## src/rtl/wwd_pkg.sv

```systemverilog
package wwd_pkg;

    typedef enum logic [1:0] {
        CAUSE_NONE  = 2'b00,
        CAUSE_LATE  = 2'b01,
        CAUSE_EARLY = 2'b10,
        CAUSE_KEY   = 2'b11
    } cause_e;

    // Outcome of evaluating one clock cycle against the service window
    typedef struct packed {
        logic   hit;      // a fault condition was detected this cycle
        logic   restart;  // a legal service restarts the count
        cause_e cause;    // which check tripped when hit is set
    } verdict_t;

endpackage

```

## src/rtl/wwd_cfg.sv

```systemverilog
module wwd_cfg #(
    parameter int CNT_W     = 16,
    parameter int DEF_OPEN  = 100,
    parameter int DEF_LIMIT = 1000
) (
    input  logic             clk,
    input  logic             rst_n,
    input  logic             enable,
    input  logic             cfg_we,
    input  logic [CNT_W-1:0] cfg_open,
    input  logic [CNT_W-1:0] cfg_limit,
    input  logic             cfg_rst_en,
    output logic [CNT_W-1:0] open_q,
    output logic [CNT_W-1:0] limit_q,
    output logic             rst_en_q
);

    typedef struct packed {
        logic [CNT_W-1:0] open;
        logic [CNT_W-1:0] limit;
        logic             rst_en;
    } cfg_t;

    localparam logic [CNT_W-1:0] OPEN_RST  = CNT_W'(DEF_OPEN);
    localparam logic [CNT_W-1:0] LIMIT_RST = CNT_W'(DEF_LIMIT);

    cfg_t cfg_d, cfg_q;

    always_comb begin
        cfg_d = cfg_q;
        // configuration is locked while the watchdog runs
        if (cfg_we && !enable) begin
            cfg_d.open   = cfg_open;
            cfg_d.limit  = cfg_limit;
            cfg_d.rst_en = cfg_rst_en;
        end
    end

    always_ff @(posedge clk or negedge rst_n) begin
        if (!rst_n) begin
            cfg_q.open   <= OPEN_RST;
            cfg_q.limit  <= LIMIT_RST;
            cfg_q.rst_en <= 1'b0;
        end else begin
            cfg_q <= cfg_d;
        end
    end

    assign open_q   = cfg_q.open;
    assign limit_q  = cfg_q.limit;
    assign rst_en_q = cfg_q.rst_en;

endmodule

```

## src/rtl/wwd_judge.sv

```systemverilog
module wwd_judge
    import wwd_pkg::*;
#(
    parameter int             CNT_W = 16,
    parameter int             KEY_W = 16,
    parameter logic [KEY_W-1:0] KEY = 16'hC35A
) (
    input  logic [CNT_W-1:0] cnt,
    input  logic [CNT_W-1:0] open_cnt,
    input  logic [CNT_W-1:0] limit_cnt,
    input  logic             kick,
    input  logic [KEY_W-1:0] kick_key,
    output verdict_t         verdict
);

    logic key_ok;
    logic too_late;
    logic too_early;

    assign key_ok    = (kick_key == KEY);
    assign too_late  = (cnt >= limit_cnt);
    assign too_early = (cnt <  open_cnt);

    always_comb begin
        verdict = '{hit: 1'b0, restart: 1'b0, cause: CAUSE_NONE};
        // priority: key check, then timeout, then early service
        if (kick && !key_ok) begin
            verdict.hit   = 1'b1;
            verdict.cause = CAUSE_KEY;
        end else if (too_late) begin
            verdict.hit   = 1'b1;
            verdict.cause = CAUSE_LATE;
        end else if (kick && too_early) begin
            verdict.hit   = 1'b1;
            verdict.cause = CAUSE_EARLY;
        end else if (kick) begin
            verdict.restart = 1'b1;
        end
    end

endmodule

```

## src/rtl/wwd_core.sv

```systemverilog
module wwd_core
    import wwd_pkg::*;
#(
    parameter int CNT_W = 16
) (
    input  logic             clk,
    input  logic             rst_n,
    input  logic             enable,
    input  logic             fault_clr,
    input  verdict_t         verdict,
    output logic [CNT_W-1:0] cnt_q,
    output logic             fault_q,
    output cause_e           cause_q
);

    localparam logic [CNT_W-1:0] CNT_TOP = '1;

    typedef struct packed {
        logic [CNT_W-1:0] cnt;
        logic             fault;
        cause_e           cause;
    } core_t;

    core_t st_d, st_q;

    always_comb begin
        st_d = st_q;
        if (!enable) begin
            st_d.cnt = '0;
            if (fault_clr) begin
                st_d.fault = 1'b0;
                st_d.cause = CAUSE_NONE;
            end
        end else if (!st_q.fault) begin
            if (verdict.hit) begin
                st_d.fault = 1'b1;
                st_d.cause = verdict.cause;
            end else if (verdict.restart) begin
                st_d.cnt = '0;
            end else if (st_q.cnt != CNT_TOP) begin
                st_d.cnt = st_q.cnt + 1'b1;
            end
        end
    end

    always_ff @(posedge clk or negedge rst_n) begin
        if (!rst_n) begin
            st_q.cnt   <= '0;
            st_q.fault <= 1'b0;
            st_q.cause <= CAUSE_NONE;
        end else begin
            st_q <= st_d;
        end
    end

    assign cnt_q   = st_q.cnt;
    assign fault_q = st_q.fault;
    assign cause_q = st_q.cause;

endmodule

```

## src/rtl/win_watchdog.sv

```systemverilog
module win_watchdog
    import wwd_pkg::*;
#(
    parameter int               CNT_W     = 16,
    parameter int               KEY_W     = 16,
    parameter logic [KEY_W-1:0] KEY       = 16'hC35A,
    parameter int               DEF_OPEN  = 100,
    parameter int               DEF_LIMIT = 1000
) (
    input  logic             clk,
    input  logic             rst_n,
    input  logic             enable,
    input  logic             cfg_we,
    input  logic [CNT_W-1:0] cfg_open,
    input  logic [CNT_W-1:0] cfg_limit,
    input  logic             cfg_rst_en,
    input  logic             kick,
    input  logic [KEY_W-1:0] kick_key,
    input  logic             fault_clr,
    output logic             fault,
    output logic             safe_state,
    output logic             reset_req,
    output logic [1:0]       cause
);

    logic [CNT_W-1:0] open_q;
    logic [CNT_W-1:0] limit_q;
    logic             rst_en_q;
    logic [CNT_W-1:0] cnt_q;
    logic             fault_q;
    cause_e           cause_q;
    verdict_t         verdict;

    wwd_cfg #(
        .CNT_W    (CNT_W),
        .DEF_OPEN (DEF_OPEN),
        .DEF_LIMIT(DEF_LIMIT)
    ) u_cfg (
        .clk       (clk),
        .rst_n     (rst_n),
        .enable    (enable),
        .cfg_we    (cfg_we),
        .cfg_open  (cfg_open),
        .cfg_limit (cfg_limit),
        .cfg_rst_en(cfg_rst_en),
        .open_q    (open_q),
        .limit_q   (limit_q),
        .rst_en_q  (rst_en_q)
    );

    wwd_judge #(
        .CNT_W(CNT_W),
        .KEY_W(KEY_W),
        .KEY  (KEY)
    ) u_judge (
        .cnt      (cnt_q),
        .open_cnt (open_q),
        .limit_cnt(limit_q),
        .kick     (kick),
        .kick_key (kick_key),
        .verdict  (verdict)
    );

    wwd_core #(
        .CNT_W(CNT_W)
    ) u_core (
        .clk      (clk),
        .rst_n    (rst_n),
        .enable   (enable),
        .fault_clr(fault_clr),
        .verdict  (verdict),
        .cnt_q    (cnt_q),
        .fault_q  (fault_q),
        .cause_q  (cause_q)
    );

    assign fault      = fault_q;
    assign safe_state = fault_q;
    assign reset_req  = fault_q & rst_en_q;
    assign cause      = cause_q;

endmodule

```

## config.mk

```make
export PLATFORM = sky130hd
export DESIGN_NAME = win_watchdog
export DESIGN_NICKNAME = d
export VERILOG_FILES = /design/src/rtl/wwd_pkg.sv /design/src/rtl/wwd_cfg.sv /design/src/rtl/wwd_judge.sv /design/src/rtl/wwd_core.sv /design/src/rtl/win_watchdog.sv
export SDC_FILE = /design/constraint.sdc
export NUM_CORES = 1
export LEC_CHECK = 0
export ABC_AREA = 1
export BUFFER_PORTS_ARGS = -buffer_cell sky130_fd_sc_hd__buf_2
export CAP_MARGIN = 30
export CORE_UTILIZATION = 35
export CTS_BUF_LIST = sky130_fd_sc_hd__clkbuf_16
export CTS_CLUSTER_DIAMETER = 200
export DETAILED_ROUTE_END_ITERATION = 6
export PLACE_DENSITY = 0.52
export SYNTH_ARGS = -nofsm -noshare
export SYNTH_HDL_FRONTEND = slang
export SYNTH_SLANG_ARGS = --single-unit
```

## constraint.sdc

```tcl
create_clock -name clk -period 3.4 [get_ports clk]
set_input_delay 0.17 -clock clk [delete_from_list [all_inputs] [get_ports clk]]
set_output_delay 0.17 -clock clk [all_outputs]
set_load 0.01 [all_outputs]
```

# Word-level counts from Yosys, hierarchy flattened
# Index checks and enable logic that the tools add are counted.
[classes] add_sub_neg=1 order_cmp=2 eq_ne=6 mux=17 n_bitwise=1 reduce_logical=8
[ops] op="$mux 16" count=3
[ops] op="$mux 19" count=2
[ops] op="$add 16x1->16 const B" count=1
[ops] op="$eq 16x16->1 const B" count=1
[ops] op="$ge 16x16->1" count=1
[ops] op="$lt 16x16->1" count=1
[ops] op="$ne 16x16->1 const B" count=1
[ops] op="$mux 1" count=7
[ops] op="$mux 2" count=3
[ops] op="$mux 3" count=2
[ops] op="$reduce_and 3->1" count=2
[ops] op="$ne 2x2->1 const B" count=2
[ops] op="$logic_and 1x1->1" count=3
[ops] op="$ne 3x1->1 const B" count=1
[ops] op="$logic_not 1->1" count=2
[ops] op="$ne 2x1->1 const B" count=1
[ops] op="$reduce_bool 2->1" count=1
[ops] op="$and 1x1->1" count=1
[word_totals] register_bits=52 inputBits=55

# Depth between registers and ports, before layout
# Gate-level depths: netlist (run 1).
[depth] ltp_word=9 depth_mapped=18 ltp_nobuf=17

# Modules after synthesis
# From an unflattened synthesis (run 1), not the netlist that was laid out.
[unflattened] hier_cells=479 hier_area_um2=3642.2
[modules_own_cells] mod="wwd_cfg" n_inst=1 cells_per_inst=144 area_per_inst_um2=1347.5
[modules_own_cells] mod="wwd_core" n_inst=1 cells_per_inst=176 area_per_inst_um2=1332.5
[modules_own_cells] mod="wwd_judge" n_inst=1 cells_per_inst=156 area_per_inst_um2=947.2
[modules_own_cells] mod="win_watchdog" n_inst=1 cells_per_inst=3 area_per_inst_um2=15.0

# Worst setup path after synthesis (run 1)
# No wires, ideal clock.
[synth_timing] kind="flip-flop to flip-flop" startpoint="register u_cfg.cfg_q (netlist bit u_cfg.limit_q[5])" endpoint="register u_core.cnt_q[6] (netlist name)" setup_time_ns=0.117 arrival_ns=1.981 path_slack_ns=1.302 stages_incl_launch_ff=16 path_buffers=1 period_less_slack_ns=2.098 cell_sequence="dfstp_2 > inv_1 > ha_1 > a21oi_1 > nor2_1 > nor3_1 > nand2_1 > nand2_1 > nand3_1 > inv_1 > nand3_1 > nand2_2 > nand2_4 > buf_6 > nand2_1 > nand2_1"
[synth_between] elab_chain_cells=7 word_cells_on_any_way=12
[synth_rtl] item="start: declaration" line_no="wwd_cfg.sv:27" rtl="cfg_t cfg_d, cfg_q;"
[synth_rtl] item="start signal: assignment" line_no="wwd_cfg.sv:45" rtl="cfg_q <= cfg_d;"
[synth_rtl] item="$ge 16x16->1 (*)" line_no="wwd_judge.sv:21" rtl="assign too_late = (cnt >= limit_cnt);"
[synth_rtl] item="$mux 1" line_no="wwd_judge.sv:30" rtl="end else if (too_late) begin"
[synth_rtl] item="$mux 1" line_no="wwd_judge.sv:27" rtl="if (kick && !key_ok) begin"
[synth_rtl] item="$mux 16" line_no="wwd_core.sv:38" rtl="end else if (verdict.restart) begin"
[synth_rtl] item="$mux 16" line_no="wwd_core.sv:35" rtl="if (verdict.hit) begin"
[synth_rtl] item="$mux 19" line_no="wwd_core.sv:34" rtl="end else if (!st_q.fault) begin"
[synth_rtl] item="$mux 19" line_no="wwd_core.sv:28" rtl="if (!enable) begin"
# Mark *: on every way between the ends. The rest lies on a longest branch, timed or not. The select of a mux whose other input is x is not followed.
# A chain may end at the register's enable or synchronous reset.

# Worst setup path in the final report (run 1)
[layout_timing] startpoint="register u_cfg.cfg_q (netlist bit u_cfg.limit_q[5])" endpoint="register u_core.cnt_q[15] (netlist name)"
[layout_between] elab_chain_cells=7 word_cells_on_any_way=12
[layout_rtl] item="$ge 16x16->1 (*)" line_no="wwd_judge.sv:21"
[layout_rtl] item="$mux 1" line_no="wwd_judge.sv:30"
[layout_rtl] item="$mux 1" line_no="wwd_judge.sv:27"
[layout_rtl] item="$mux 16" line_no="wwd_core.sv:38"
[layout_rtl] item="$mux 16" line_no="wwd_core.sv:35"
[layout_rtl] item="$mux 19" line_no="wwd_core.sv:34"
[layout_rtl] item="$mux 19" line_no="wwd_core.sv:28"
# Marks and branches as above.

==> flow_metrics.env, run 1 <==
export IMPL_grt_setup_unrepaired="no"
export IMPL_outcome="complete, no violations"
export IMPL_vias=2778
export IMPL_crit_path_start_kind="flip-flop"
export IMPL_core_um2=8890
export IMPL_grt_pass1_vias=2627
export IMPL_pin_count=60
export IMPL_required_ns=3.58
export IMPL_whs_path_depth=2
export IMPL_fin_crit_sh_pct=74.0
export IMPL_dp_hpwl_mm=5.55
export IMPL_clock_path_buffers=2
export IMPL_finalPower_mw=1.42
export IMPL_cts_resized=0
export IMPL_synth_top_area_share_pct=32.9
export IMPL_htree_levels=2
export IMPL_wire_per_inst_um=12.5
export IMPL_cts_sinks=52
export IMPL_timing_critical_path_cells="inv_1 -> ha_1 -> a21oi_1 -> nor2_1 -> nor3_1 -> nand2_1 -> nand2_1 -> nand3_1 -> inv_1 -> nand3_1 -> nand2_2 -> nand2_4 -> nand2_1 -> nand2_1"
export IMPL_synthCells=421
export IMPL_crit_slowest_cell="dfstp_2"
export IMPL_setup_viol=0
export IMPL_ys_warnings_count=0
export IMPL_post_cts_buffers=0
export IMPL_synth_area_um2=3270
export IMPL_hold_violations=0
export IMPL_power_density_nw_per_um2=372
export IMPL_worst_slack_ns=0.885
export IMPL_cts_tree="built"
export IMPL_worst_path_buf_inv=2
export IMPL_slew_viol_final=0
export IMPL_critPathKind="flip-flop to flip-flop"
export IMPL_crit_top_cell="nand2_1"
export IMPL_start_util_pct=36.8
export IMPL_period_minus_slack_ns=2.51
export IMPL_dieArea_um2=9730
export IMPL_post_route_drc_count=0
export IMPL_overflow=0
export IMPL_grt_usage_pct=15.9
export IMPL_r2r_start="u_cfg.limit_q[5]"
export IMPL_die_w_um=98.7
export IMPL_arrival_ns=2.69
export IMPL_synth_avg_cell_area_um2=7.77
export IMPL_ys_seq_area_share_pct=40.1
export IMPL_tightest_slew_ns=0.889
export IMPL_numPortBuffers=59
export IMPL_ys_types=30
export IMPL_crit_path_max_fanout=18
export IMPL_cap_violations=0
export IMPL_postRouteAntennaNets=0
export IMPL_drtPass1Iterations=4
export IMPL_vdd_drop_max_mv=0.282
export IMPL_p_leak_nw=2.09
export IMPL_crit_reg2reg_capture="u_core.cnt_q[15]"
export IMPL_hp_start="cfg_rst_en"
export IMPL_clk_latency_ns=0.28
export IMPL_worst_path_largest_cell_delay_ns=0.51
export IMPL_clock_skew_ns=0.00415
export IMPL_viasPerCell=4.72
export IMPL_gp_congestion=0.797
export IMPL_grt_max_degree=48
export IMPL_rows=34
export IMPL_ys_ff_latch=52
export IMPL_antenna_found_initial=0
export IMPL_drive_above_1_share_pct=18.3
export IMPL_final_cells=588
export IMPL_path_delay_family="simple AND/OR/NAND/NOR gates"
export IMPL_placed_cells=579
export IMPL_fmax_mhz=398
export IMPL_synthesis_nets=508
export IMPL_numCtsBuffers=5
export IMPL_r2r_slack_ns=0.89
export IMPL_grt_pass1_wl_mm=12.3
export IMPL_dpl_cell_area_um2=3660
export IMPL_tns_ns=0
export IMPL_crit_path_end_kind="flip-flop"
export IMPL_post_synth_top_area_cell="dfrtp_1"
export IMPL_wirelength_mm=7.33
export IMPL_worstHoldEndpoint="u_cfg.rst_en_q"
export IMPL_area_delta_synth_final_pct=16.5
export IMPL_netlist_top_cells_area="dfrtp_1, ha_1, nand2_1"
export IMPL_final_cell_area_um2=3810
export IMPL_first_iter_violations=105
export IMPL_die_h_um=98.7
export IMPL_preCtsSetupSlack_ns=0.878
export IMPL_clockRootBuffer="clkbuf_16"
export IMPL_layout_nets=566
export IMPL_antennaDiodeCount=0
export IMPL_slew_headroom_pct=40.5
export IMPL_hold_buffers=1
export IMPL_hold_path_class="primary input to flip-flop"
export IMPL_clkTransAtPathRegs_ns=0.07
export IMPL_r2r_cells=14
==> metrics by stage <==
step	utilization, %	hold slack [ns]
finish	42.8	0.113
global route	42.8	0.113
CTS	42.8	0.107
detailed placement	41.2	0.180
global placement	41.2	0.181
floorplan	-	-0.126
==> flip-flops by register name (all words and copies together) (netlist names) <==
| register | flops |
|---|---|
| u_core.cnt_q | 16 |
| u_core.fault_q | 1 |
| u_core.cause_q | 2 |
| u_cfg.rst_en_q | 1 |
| u_cfg.open_q | 16 |
| u_cfg.limit_q | 16 |
==> placed cells by master, fill, tap and decap left out, drive strengths merged <==
cell / synthesis / layout
a21oi: 46 / 46
buf: 5 / 61
clkbuf: 6 / 5
clkinv: 0 / 1
dfrtp: 43 / 43
dfstp: 9 / 9
dlygate4sd3: 0 / 1
ha: 32 / 32
inv: 61 / 63
mux2: 3 / 3
nand2: 86 / 86
nand3: 32 / 32
nand3b: 1 / 1
nand4: 5 / 5
nor2: 63 / 63
nor3: 7 / 7
o21a: 1 / 1
o21ai: 7 / 7
o21bai: 3 / 3
o22ai: 1 / 1
xnor2: 3 / 3
xor2: 7 / 7
==> final cells by class <==
| cell class | count | area, um2 |
|---|---|---|
| clock buffer | 5 | 125 |
| clock inverter | 3 | 11.3 |
| fill | 938 | 5080 |
| inverter | 61 | 229 |
| multi-input combinational | 297 | 1670 |
| sequential | 52 | 1310 |
| tap | 108 | 135 |
| timing repair buffer | 62 | 320 |
==> power breakdown <==
| group | switching, mW | total [mW] | internal, mW |
|---|---|---|---|
| Clock | 0.219 | 0.485 | 0.266 |
| Sequential | 0.0191 | 0.702 | 0.683 |
| Combinational | 0.137 | 0.228 | 0.0901 |
| Total | 0.376 | 1.42 | 1.04 |
==> synth_stat cells <==
master	n
clkbuf_1	6
inv_1	61
buf_2	3
a21oi_1	46
nand2_4	1
xnor2_1	3
nand4_1	5
nor3_1	4
ha_1	32
o21bai_1	2
nor2_1	62
nand3_1	30
buf_4	1
dfrtp_1	43
nor2_2	1
nand3_2	1
xor2_1	7
o21ai_0	7
o21bai_2	1
nand3_4	1
o21a_1	1
nor3_4	1
buf_6	1
dfstp_2	9
o22ai_1	1
nor3_2	2
mux2_2	3
nand2_1	84
nand3b_1	1
nand2_2	1
==> worst max-delay path by stage <==
stage	from	to	slack, ns	depth (start not counted)
2_1_floorplan	u_cfg.limit_q[5]	u_core.cnt_q[6]	1.30	15
3_3_place_gp	u_cfg.limit_q[9]	u_core.cnt_q[10]	0.96	14
3_5_place_dp	u_cfg.limit_q[9]	u_core.cnt_q[15]	0.88	14
4_1_cts	u_cfg.limit_q[9]	u_core.cnt_q[15]	0.86	14
5_1_grt	u_cfg.limit_q[9]	u_core.cnt_q[15]	0.65	14
6_report	u_cfg.limit_q[5]	u_core.cnt_q[15]	0.89	14
==> per-layer routing <==
metal	GRT usage (%)	up-vias	routed length [um]
met1	20.2	1266	3390
met2	28.0	49	3560
met4	3.67	0	61
met5	0	-	0
met3	2.98	4	320
li1	-	1459	-
==> cell families after synthesis <==
logic type / share of synthesized area [%]
compound gates: 9.34
mux: 1.03
xor+xnor: 2.68
fa+ha+maj: 12.2
buf+inv: 8.73
simple gates: 25.8
flops: 40.1
Note: power is estimated with default switching activity, not from simulation.
==> inputs of run 2 (changes only) <==
--- a/config.mk
+++ b/config.mk
@@ -5,14 +5,14 @@
 export SDC_FILE = /design/constraint.sdc
 export NUM_CORES = 1
 export LEC_CHECK = 0
-export ABC_AREA = 1
+export ABC_AREA = 0
 export BUFFER_PORTS_ARGS = -buffer_cell sky130_fd_sc_hd__buf_2
 export CAP_MARGIN = 30
 export CORE_UTILIZATION = 35
 export CTS_BUF_LIST = sky130_fd_sc_hd__clkbuf_16
 export CTS_CLUSTER_DIAMETER = 200
 export DETAILED_ROUTE_END_ITERATION = 6
-export PLACE_DENSITY = 0.52
+export PLACE_DENSITY = 0.55
 export SYNTH_ARGS = -nofsm -noshare
 export SYNTH_HDL_FRONTEND = slang
 export SYNTH_SLANG_ARGS = --single-unit
==> constraint.sdc (replaced) <==
create_clock -name clk -period 2.1 [get_ports clk]
set_input_delay 0.105 -clock clk [delete_from_list [all_inputs] [get_ports clk]]
set_output_delay 0.105 -clock clk [all_outputs]
set_load 0.01 [all_outputs]
==> run 2 against run 1 <==
  * The flow now finishes with violations (negative setup slack)
  * Clock power grew 68%
  * Cell count grew 0.85%
  * Maximum frequency shrank 4.0%
  * Setup slack lost 1.4 ns
  * First-iteration DRC count shrank 20%
  * Hold slack lost 0.10 ns
  * Synthesized cell count shrank 13%
  * Largest cell class unchanged
  * Combinational power grew to 2.9 times the previous value
  * Design area grew 18%
  * Total power grew 87%
  * Largest power group unchanged
  * Register-to-register slack lost 1.4 ns
==> flow_metrics.env, run 2 <==
export IMPL_vdd_drop_max_mv=0.282
export IMPL_cap_violations=0
export IMPL_ys_warnings_count=0
export IMPL_synth_xor_area_share_pct=0
export IMPL_final_common_cell="buf_2"
export IMPL_rows=34
export IMPL_clkTransAtPathRegs_ns=0.07
export IMPL_fmax_mhz=382
export IMPL_clk_latency_ns=0.29
export IMPL_synthCells=368
export IMPL_post_synth_top_area_cell="dfrtp_1"
export IMPL_overflow=0
export IMPL_busiest_layer="met2"
export IMPL_antenna_found_initial=0
export IMPL_met3_usage_pct=2.89
export IMPL_synth_simple_area_share_pct=19.1
export IMPL_numCtsBuffers=5
export IMPL_synthesis_nets=455
export IMPL_synth_edf_count=0
export IMPL_fin_crit_sh_pct=125
export IMPL_hold_violations=0
export IMPL_clock_path_buffers=2
export IMPL_pin_count=60
export IMPL_crit_path_end_kind="flip-flop"
export IMPL_worst_slack_ns=-0.519
export IMPL_muxShareOfSynthArea_pct=2.07
export IMPL_synth_most_common_cell="o21ai_0"
export IMPL_cts_sinks=52
export IMPL_placed_cells=574
export IMPL_dp_hpwl_mm=6.56
export IMPL_drive_above_1_share_pct=38.1
export IMPL_final_cells=593
export IMPL_power_density_nw_per_um2=591
export IMPL_dieArea_um2=9380
export IMPL_synth_area_um2=3150
export IMPL_required_ns=2.32
export IMPL_wirelength_mm=8.76
export IMPL_synth_avg_cell_area_um2=8.56
export IMPL_vias=3009
export IMPL_gp_congestion=0.840
export IMPL_slew_viol_final=0
export IMPL_ys_seq_area_share_pct=41.7
export IMPL_synth_compound_area_share_pct=17.5
export IMPL_clockRootBuffer="clkbuf_16"
export IMPL_hold_path_class="primary input to flip-flop"
export IMPL_postRouteAntennaNets=0
export IMPL_synth_top_area_share_pct=34.2
export IMPL_viasPerCell=5.07
export IMPL_period_minus_slack_ns=2.62
export IMPL_mostFrequentLayoutCells="buf_2, nand2_1, buf_4"
export IMPL_slew_headroom_pct=76.0
export IMPL_clock_skew_ns=0.00491
export IMPL_netlist_top_cells_area="dfrtp_1, ha_1, o21ai_0"
export IMPL_utilization_pct=51.3
export IMPL_crit_path_start_kind="flip-flop"
export IMPL_grt_setup_unrepaired="yes"
export IMPL_ys_ff_latch=52
export IMPL_first_iter_violations=84
export IMPL_grt_pass1_wl_mm=14.5
export IMPL_ys_types=40
export IMPL_numPortBuffers=59
export IMPL_synth_top_cells_by_count="o21ai_0, nand2_1, inv_1, dfrtp_1, ha_1"
export IMPL_critPathKind="flip-flop to flip-flop"
export IMPL_post_route_drc_count=0
export IMPL_violations="negative setup slack"
export IMPL_core_um2=8720
export IMPL_outcome="complete, but fails checks"
export IMPL_grt_max_degree=53
export IMPL_arrival_ns=2.83
export IMPL_setup_viol=19
export IMPL_synth_adder_area_share_pct=12.7
export IMPL_antennaDiodeCount=0
export IMPL_use_met2_pct=30.6
export IMPL_die_w_um=96.9
export IMPL_p_leak_nw=2.10
export IMPL_htree_levels=2
export IMPL_die_h_um=96.9
export IMPL_synth_top_family_by_area="simple AND/OR/NAND/NOR gates"
export IMPL_grt_usage_pct=19.4
export IMPL_drtPass1Iterations=4
export IMPL_wire_per_inst_um=14.8
export IMPL_cts_tree="built"
export IMPL_postSynth_asyncResetShare_pct=100
export IMPL_timing_hold_ws_ns=0.0125
export IMPL_grt_met1_usage_pct=26.8
export IMPL_area_delta_synth_final_pct=42.1
export IMPL_ys_flop_type="dfrtp_1"
export IMPL_crit_path_max_fanout=5
export IMPL_start_util_pct=36.1
export IMPL_grt_pass1_vias=3005
export IMPL_tightest_slew_ns=0.360
export IMPL_layout_nets=571
==> run 2: cell types whose count changed after synthesis, sizes merged, moves of 6 or more <==
cell,previous run,this run
a21oi,46,28
nand2,86,48
xor2,7,0
or3,0,6
o21ai,7,54
inv,61,46
nor2,63,17
nand3,32,10
==> run 2: critical path, stage by stage (launching register included) <==
cell      delay, ns
dfrtp_2        0.45
ha_4           0.26
a211oi_2       0.17
nor2_1         0.07
or4_4          0.56
or4_4          0.44
nand2b_4       0.17
or3_1          0.32
o21ai_1        0.08
==> run 2: cells by family after synthesis <==
kind of cell	Yosys count
compound gates	100
fa+ha+maj	32
buf+inv	57
flops	52
mux	6
simple gates	121
==> run 2: path summary, 6_finish.rpt <==
path	start	end	slack, ns	depth (start not counted)
max in group asynchronous	rst_n	u_cfg.limit_q[3]	1.47	3
setup reg to reg	u_core.cnt_q[13]	u_core.cnt_q[9]	-0.52	8
hold reg to reg	u_cfg.rst_en_q	u_cfg.rst_en_q	0.51	1
hold / removal	cfg_open[7]	u_cfg.open_q[7]	0.01	3
min in group asynchronous	rst_n	u_cfg.open_q[4]	0.33	3
setup / recovery	u_core.cnt_q[13]	u_core.cnt_q[9]	-0.52	8
==> run 2: cell type report <==
cell class	count	area (um2)
fillers	855	4240
multi-input cells	259	1900
flip-flops and latches	52	1310
repair buffers	120	813
inverters	46	173
well taps	108	135
clock buffers	5	125
clock inverters	3	18.8
==> run 2: per-layer routing <==
layer	routed length, um	vias to the layer above
li1	-	1514
met1	4140	1395
met3	358	16
met4	303	0
met5	0	-
met2	3960	84
==> run 2: report_power, final <==
part           total [mW]  internal [mW]  switching [mW]
sequential           1.16           1.12          0.0418
combinational       0.670          0.335           0.335
clock               0.816          0.438           0.378
total                2.65           1.89           0.755
==> run 2: metrics by stage <==
stage | TNS (ns) | area, um2 | total power [mW] | setup WS [ns]
6_report | -8.65 | 4480 | 2.65 | -0.519
3_3_place_gp | -9.24 | 3970 | 1.72 | -0.577
5_1_grt | -10.28 | 4480 | 2.79 | -0.620
4_1_cts | -8.85 | 4260 | 2.62 | -0.570
2_1_floorplan | -6.91 | 3200 | 1.47 | -0.517
3_5_place_dp | -9.74 | 3970 | 1.73 | -0.654
==> run 2: timing repair <==
item,4_1_cts,5_1_grt
hold buffers,1,0
setup endpoints to repair,19,19
pin swaps,7,21
hold endpoints to repair,43,0
resized for setup,23,42
setup buffers,5,6
gates cloned,1,0
==> inputs of run 3 (changes only) <==
--- a/config.mk
+++ b/config.mk
@@ -8,11 +8,11 @@
 export ABC_AREA = 0
 export BUFFER_PORTS_ARGS = -buffer_cell sky130_fd_sc_hd__buf_2
 export CAP_MARGIN = 30
-export CORE_UTILIZATION = 35
+export CORE_UTILIZATION = 40
 export CTS_BUF_LIST = sky130_fd_sc_hd__clkbuf_16
 export CTS_CLUSTER_DIAMETER = 200
 export DETAILED_ROUTE_END_ITERATION = 6
-export PLACE_DENSITY = 0.55
+export PLACE_DENSITY = 0.61
 export SYNTH_ARGS = -nofsm -noshare
 export SYNTH_HDL_FRONTEND = slang
 export SYNTH_SLANG_ARGS = --single-unit
==> run 3 against run 2 <==
  * The flow still finishes with violations (negative setup slack)
  * Wire length fell by 1.3%
  * Count of clock-buffer cells in the layout is the same
  * Non-clock buffer count down 2
  * Sequential share of layout area fell by 0.17 points
  * Critical endpoint unchanged
==> flow_metrics.env, run 3 (synthesis results as in run 2) <==
export IMPL_outcome="complete, but fails checks"
export IMPL_violations="negative setup slack"
export IMPL_clockRootBuffer="clkbuf_16"
export IMPL_fmax_mhz=376
export IMPL_slew_viol_final=0
export IMPL_fin_crit_sh_pct=127
export IMPL_pin_count=60
export IMPL_die_w_um=90.8
export IMPL_hold_path_class="primary input to flip-flop"
export IMPL_numPortBuffers=59
export IMPL_vdd_drop_max_mv=0.298
export IMPL_crit_path_end_kind="flip-flop"
export IMPL_r2r_slack_ns=-0.56
export IMPL_wl_met3_um=389
export IMPL_die_h_um=90.8
export IMPL_period_minus_slack_ns=2.66
export IMPL_crit_reg2reg_capture="u_core.cnt_q[9]"
export IMPL_final_seq_area_um2=1310
export IMPL_grt_pass1_vias=3153
export IMPL_drtPass1Iterations=4
export IMPL_core_um2=7450
export IMPL_tightest_slew_ns=0.591
export IMPL_vias=3048
export IMPL_cap_violations=0
export IMPL_overflow=0
export IMPL_hp_start="cfg_open[13]"
export IMPL_post_route_drc_count=0
export IMPL_grt_usage_pct=22.3
export IMPL_wire_per_inst_um=14.9
export IMPL_first_iter_violations=138
export IMPL_arrival_ns=2.88
export IMPL_multi_input_area_um2=1920
export IMPL_endpoint="u_core.cnt_q[9]"
export IMPL_antenna_found_initial=0
export IMPL_final_cells=582
export IMPL_critPathKind="flip-flop to flip-flop"
export IMPL_grt_setup_unrepaired="yes"
export IMPL_tns_ns=-8.31
export IMPL_r2r_cells=8
export IMPL_worst_slack_ns=-0.563
export IMPL_wirelength_mm=8.65
export IMPL_area_delta_synth_final_pct=43.0
export IMPL_r2r_start="u_core.cnt_q[13]"
export IMPL_gp_congestion=0.852
export IMPL_placed_cells=563
export IMPL_mostFrequentLayoutCells="buf_2, nand2_1, buf_4"
export IMPL_setup_viol=19
export IMPL_postRouteAntennaNets=0
export IMPL_fillers=661
export IMPL_crit_path_max_fanout=5
export IMPL_clock_path_buffers=2
export IMPL_rows=31
export IMPL_hold_violations=0
export IMPL_grt_max_degree=47
export IMPL_antennaDiodeCount=0
export IMPL_start_util_pct=42.3
export IMPL_clkTransAtPathRegs_ns=0.07
export IMPL_highest_layer="met4"
export IMPL_critPathLaunch="u_core.cnt_q[13]"
export IMPL_dp_hpwl_mm=6.36
export IMPL_slew_headroom_pct=60.3
export IMPL_dieArea_um2=8240
export IMPL_p_leak_nw=2.10
export IMPL_crit_path_start_kind="flip-flop"
export IMPL_cts_sinks=52
export IMPL_power_density_nw_per_um2=617
export IMPL_drt_met1_wl_mm=3.93
export IMPL_required_ns=2.32
export IMPL_grt_pass1_wl_mm=14.6
export IMPL_clk_latency_ns=0.29
export IMPL_drive_above_1_share_pct=39.8
export IMPL_numCtsBuffers=5
export IMPL_htree_levels=2
export IMPL_layout_nets=569
export IMPL_clock_skew_ns=0.00679
export IMPL_cts_tree="built"
export IMPL_finalPower_mw=2.78
export IMPL_dpl_cell_area_um2=3960
export IMPL_preCtsSetupSlack_ns=-0.611
export IMPL_dr_wl_met2_mm=4.16
export IMPL_final_cell_area_um2=4500
export IMPL_final_common_cell="buf_2"
export IMPL_viasPerCell=5.24
-- run 3: cell count changes in the layout (fill, tap and decap cells not counted), sizes merged --
cell      previous run  this run
buf                119       117
bufinv               0         1
clkinv               1         0
clkinvlp             2         1
inv                 46        47
-- run 3: critical path: stages (launching register included) --
cell and delay [ns]:
dfrtp_1 0.43, ha_4 0.24, a211oi_2 0.20, nor2_1 0.07
or4_4 0.55, or4_4 0.54, nand2b_4 0.18, or3_1 0.31
o21ai_1 0.08
-- run 3: layout make-up --
cell class,instances,area share [%]
Tap cell,99,2.75
Inverter,46,3.83
Clock inverter,3,1.03
Clock buffer,5,2.78
Sequential cell,52,29.2
Multi-Input combinational cell,259,42.7
Timing Repair Buffer,118,17.8
-- run 3: stage by stage --
stage               util (%)  hold WS (ns)
finish                  60.5        0.0122
global route            60.5        0.0190
CTS                     57.9       0.00519
detailed placement      53.2         0.146
global placement        53.2         0.135
floorplan                  -        -0.191
-- run 3: where the power goes --
group	internal, mW	switching, mW
Sequential	1.12	0.0432
Clock	0.567	0.387
Combinational	0.330	0.335
-- run 3: layer usage --
metal | GRT usage (%) | vias to the layer above
met1 | 29.5 | 1419
li1 | - | 1517
met5 | 0 | -
met2 | 36.7 | 96
met4 | 8.60 | 0
met3 | 3.20 | 16
-- run 3: repair_timing --
action                                 CTS  global route
setup endpoints to repair               19            19
buffers inserted                         6             5
gates cloned                             1             0
pin swaps                                8            13
resized for setup                       26            42
hold buffers                             1             0
endpoints found under the hold margin   20             0
-- run 3: worst min-delay path by stage --
stage / endpoint / slack (ns) / cells after the start
final: u_cfg.open_q[13] / 0.01 / 3
after floorplan: u_cfg.limit_q[0] / -0.19 / 0
after global routing: u_cfg.open_q[5] / 0.02 / 3
after detailed placement: u_cfg.open_q[15] / 0.15 / 1
after global placement: u_cfg.open_q[15] / 0.13 / 1
after CTS: u_cfg.open_q[13] / 0.005 / 3
